`src/rtl/msgbus_cfg_bridge.sv`:
```
module msgbus_cfg_bridge #(
  parameter int AW = 8,
  parameter logic [AW-1:0] CMD_OFS = 8'hD0,
  parameter logic [AW-1:0] BOX_OFS = 8'hD4,
  parameter logic [AW-1:0] EXT_OFS = 8'hD8,
  parameter logic [7:0] OP_READ  = 8'h10,
  parameter logic [7:0] OP_WRITE = 8'h11
) (
  input  logic          clk,
  input  logic          rst_n,
  input  logic          cfg_wr,
  input  logic [AW-1:0] cfg_addr,
  input  logic [31:0]   cfg_wdata,
  output logic [31:0]   cfg_rdata,
  output logic          cfg_stall,
  output logic          mb_busy,
  output logic          mb_req_vld,
  input  logic          mb_req_rdy,
  output logic [7:0]    mb_opcode,
  output logic [7:0]    mb_port,
  output logic [31:0]   mb_offset,
  output logic [3:0]    mb_be,
  output logic [31:0]   mb_wdata,
  input  logic          mb_rsp_vld,
  input  logic [31:0]   mb_rsp_data
);
  typedef enum logic [1:0] {IDLE, ISSUE, AWAIT} st_t;
  st_t st;

  logic [31:4] cmd_q;
  logic [31:0] box_q;
  logic [31:8] ext_q;
  logic [7:0]  op_q, port_q;
  logic [31:0] ofs_q, wd_q;
  logic [3:0]  be_q;

  wire hit_cmd = cfg_wr && cfg_addr == CMD_OFS;
  wire hit_box = cfg_wr && cfg_addr == BOX_OFS;
  wire hit_ext = cfg_wr && cfg_addr == EXT_OFS;
  wire launch  = hit_cmd && st == IDLE;
  wire take    = st == AWAIT && mb_rsp_vld;

  always_ff @(posedge clk or negedge rst_n)
    if (!rst_n) st <= IDLE;
    else case (st)
      IDLE:    if (launch) st <= ISSUE;
      ISSUE:   if (mb_req_rdy) st <= AWAIT;
      AWAIT:   if (mb_rsp_vld) st <= IDLE;
      default: st <= IDLE;
    endcase

  always_ff @(posedge clk or negedge rst_n)
    if (!rst_n) begin
      cmd_q <= '0;
      box_q <= '0;
      ext_q <= '0;
    end else begin
      if (launch) cmd_q <= cfg_wdata[31:4];
      if (hit_ext) ext_q <= cfg_wdata[31:8];
      if (take && op_q == OP_READ) box_q <= mb_rsp_data;
      else if (hit_box) box_q <= cfg_wdata;
    end

  always_ff @(posedge clk or negedge rst_n)
    if (!rst_n) begin
      op_q <= '0; port_q <= '0; ofs_q <= '0; be_q <= '0; wd_q <= '0;
    end else if (launch) begin
      op_q   <= cfg_wdata[31:24];
      port_q <= cfg_wdata[23:16];
      ofs_q  <= {ext_q, cfg_wdata[15:8]};
      be_q   <= cfg_wdata[7:4];
      wd_q   <= (cfg_wdata[31:24] == OP_WRITE) ? box_q : '0;
    end

  always_comb begin
    cfg_rdata = '0;
    if (cfg_addr == CMD_OFS)      cfg_rdata = {cmd_q, 4'b0};
    else if (cfg_addr == BOX_OFS) cfg_rdata = box_q;
    else if (cfg_addr == EXT_OFS) cfg_rdata = {ext_q, 8'b0};
  end

  assign cfg_stall  = hit_cmd && st != IDLE;
  assign mb_busy    = st != IDLE;
  assign mb_req_vld = st == ISSUE;
  assign mb_opcode  = op_q;
  assign mb_port    = port_q;
  assign mb_offset  = ofs_q;
  assign mb_be      = be_q;
  assign mb_wdata   = wd_q;
endmodule

```
`config.mk`:
```
export PLATFORM = sky130hd
export DESIGN_NAME = msgbus_cfg_bridge
export DESIGN_NICKNAME = d
export VERILOG_FILES = /design/src/rtl/msgbus_cfg_bridge.sv
export SDC_FILE = /design/constraint.sdc
export NUM_CORES = 1
export LEC_CHECK = 0
export BUFFER_PORTS_ARGS = -buffer_cell sky130_fd_sc_hd__buf_2
export CORE_MARGIN = 2
export CORE_UTILIZATION = 53
export CTS_CLUSTER_DIAMETER = 100
export DETAILED_ROUTE_END_ITERATION = 10
export PLACE_DENSITY = 0.79
export REMOVE_ABC_BUFFERS = 1
export SLEW_MARGIN = 15
export SYNTH_ARGS = -nofsm -noshare
export SYNTH_HDL_FRONTEND = slang
export SYNTH_SLANG_ARGS = --single-unit
```
`constraint.sdc`:
```
create_clock -name clk -period 2.3 [get_ports clk]
set_input_delay 0.46 -clock clk [delete_from_list [all_inputs] [get_ports clk]]
set_output_delay 0.46 -clock clk [all_outputs]
set_load 0.1 [all_outputs]
```
==> impl_metrics.toml <==
[worst_setup_path]
worst-setup-path-type = "in -> out"
critPathLaunchType = "input port"
worstPathArrival_ns = 1.80
path_cells = "buf_2 -> buf_4 -> mux2i_1 -> or2_2 -> a21oi_1 -> buf_12"
slowest_stage = "buf_4"
crit_path_max_incr_delay_ns = 0.31
worst-path-buf-inv = 3
path_max_fanout = 14
crit_family = "buffers and inverters"
crit_required_ns = 1.84
end_kind = "output pin"

[yosys]
yosys.area_share.adder_pct = 0
ys_types = 32
synth_mux_area_share_pct = 21.47
ys_ff_latch = 142
syn_area_um2 = 6969
synthCells = 614
synthSimpleGateAreaFrac_pct = 15.15
yosysSeqAreaShare_pct = 50.99
yosysWarnings = 0
synth_compound_area_share_pct = 8.187
synth_top_family_by_area = "multiplexers"
syn_area_per_cell_um2 = 11.35
synth_xor_xnor_area_share_pct = 0

[pwr]
p_sw_w = 0.001567
switching_share_pct = 26.95
ir_worst_vdd_mv = 0.3829
leakage_nw = 4.636
p_int_w = 0.004247
p_comb_share_pct = 12.7
powerDensity_nw_per_um2 = 631.4
p_clk_share_pct = 40.9
seqPwrFrac_pct = 46.4
finalPower_w = 0.005813

[drt]
firstDrtPassIters = 6
drc = 0
ant_nets = 0
wire_per_inst_um = 22.15
vias = 6240
drt_iter0_drc = 667
wl_um = 21710
drt-vias-per-instance = 6.367

[clocking]
cts_tree = "built"
cts_root_buf = "clkbuf_16"
cts.sinks = 142
clk_latency_ns = 0.43
h-tree-depth = 4
cts.clk_slew.worst_paths_ns = 0.05
cts-resized-gates = 0
cts_buffers = 17
postCtsSetupRepairBufs = 0
cts.hold.buffers_added = 0
cts_buffer_depth = 2

[sta]
max_slew_margin_pct = 56.41
setup_viol = 0
finalCritPeriodShare_pct = 98.10
tightest_slew_ns = 0.6538
fin_crit_ns = 2.256
fin_skew_ns = 0.007606
hold_viol = 0
drv_slew = 0
grt_setup_unrepaired = "no"
max_freq_ghz = 0.4432
hold_slack_ns = 0.001365

[global_routing]
grt_pass1_wl_um = 34020
grt_max_degree = 62
antenna_found_initial = 0
grt_pass1_vias = 6461
grt_usage_pct = 31.26
grt_overflow = 0

[floorplanning]
dieArea_um2 = 14080
initial_core_util_pct = 54.78
rows = 41
io_pins = 196
die_w_um = 118.7
die_h_um = 118.7
core_um2 = 12720

[placement]
io_buffers = 195
gp_congestion = 0.8452
post-dp-hpwl_um = 14450

[layout]
final_common_cell = "buf_2"
drive_gt1_share_pct = 46.78
multi_input_area_um2 = 3153
postLayoutCoreUtil_pct = 72.37
nets = 875
regArea_um2 = 3553
syn_to_final_growth_pct = 32.12
final_cell_mix = "buf_2 (161), dfrtp_1 (142), mux2_2 (95), and3_1 (36), buf_12 (36)"
fillers = 968
num_antenna_cells = 0

[run_status]
status = "completed"

[hold_path]
worstHoldPathType = "in -> async"

[flow_run]
cap_violations = 0
power by group through the flow:
stage,Combinational (W),Clock [W],Sequential (W)
after floorplan,0.000237,0,0.00289
after global placement,0.000706,0,0.00273
after detailed placement,0.000727,0,0.00273
after CTS,0.000733,0.00239,0.00269
after global routing,0.000780,0.00251,0.00271
final,0.000740,0.00238,0.00270
layout make-up:
type	count	area share (%)
Multi-Input combinational cell	404	34.24
Clock buffer	27	5.245
Inverter	2	0.08153
Tap cell	172	2.337
Clock inverter	2	0.1087
Timing Repair Buffer	231	19.39
Sequential cell	142	38.59
cell usage after synthesis:
master	n	share of area, %
a21oi_1	24	1.7
a31oi_1	32	2.9
and2_1	1	0.090
and3_1	36	3.2
and4b_1	1	0.14
buf_1	4	0.22
buf_2	12	0.86
buf_6	3	0.48
clkbuf_1	47	2.5
dfrtp_1	142	51
inv_1	2	0.11
mux2_1	13	2.1
mux2_2	95	15
mux2i_1	28	4.0
nand2_1	28	1.5
nand2b_1	2	0.18
nand3b_1	1	0.11
nand4_1	33	3.0
nand4b_1	1	0.13
nor2_1	7	0.38
nor2b_1	1	0.090
nor3_1	1	0.072
nor3b_1	2	0.22
nor4_1	32	2.9
nor4_2	1	0.18
nor4b_1	2	0.25
o21ai_0	2	0.14
o31ai_1	32	3.4
or2_2	24	2.2
or3_1	2	0.18
or3b_2	1	0.13
or4b_1	2	0.29
logic make-up after synthesis:
kind of cell,count (synthesis)
buffers and inverters,68
AO/OA/AOI/OAI,90
AND/OR/NAND/NOR,178
multiplexers,136
flip-flops,142
registers in the layout, summed over array words and instances (netlist names):
name and cells:
ext_q 24, mb_offset 24, cmd_q 28, mb_wdata 32
st 2, box_q 32
routing by layer:
metal / routed length, um / global-route usage [%] / part of all wire [%] / vias to the layer above
li1: - / - / - / 2660
met1: 8004 / 37.83 / 37 / 3085
met2: 10980 / 51.76 / 51 / 418
met3: 1972 / 7.915 / 9.1 / 77
met4: 744 / 15.77 / 3.4 / 0
met5: 0 / 0 / 0 / -
final timing paths:
check / slack, ns / cells past startpoint / to / start
setup / recovery: 0.04 / 6 / cfg_rdata[13] / cfg_addr[2]
hold / removal: 0.001 / 1 / cmd_q[14]$_DFFE_PN0P_ / rst_n
setup reg to reg: 0.29 / 4 / box_q[5]$_DFFE_PN0P_ / st[0]$_DFFE_PN0P_
hold reg to reg: 0.49 / 1 / mb_offset[25]$_DFFE_PN0P_ / mb_offset[25]$_DFFE_PN0P_
max in group asynchronous: 1.60 / 2 / mb_wdata[3]$_DFFE_PN0P_ / rst_n
min in group clk: 0.24 / 2 / st[0]$_DFFE_PN0P_ / mb_req_rdy
metrics by stage:
step / worst slack [ns] / area [um2] / TNS (ns) / instances
finish: 0.04370 / 9208 / 0 / 980
global route: 0.01358 / 9208 / 0 / 980
global placement: 0.1292 / 8715 / 0 / 951
detailed placement: 0.07726 / 8715 / 0 / 951
CTS: 0.05397 / 9208 / 0 / 980
floorplan: -2.799 / 6684 / -329.49 / 548
No activity file was read; power rests on OpenSTA's default activity.
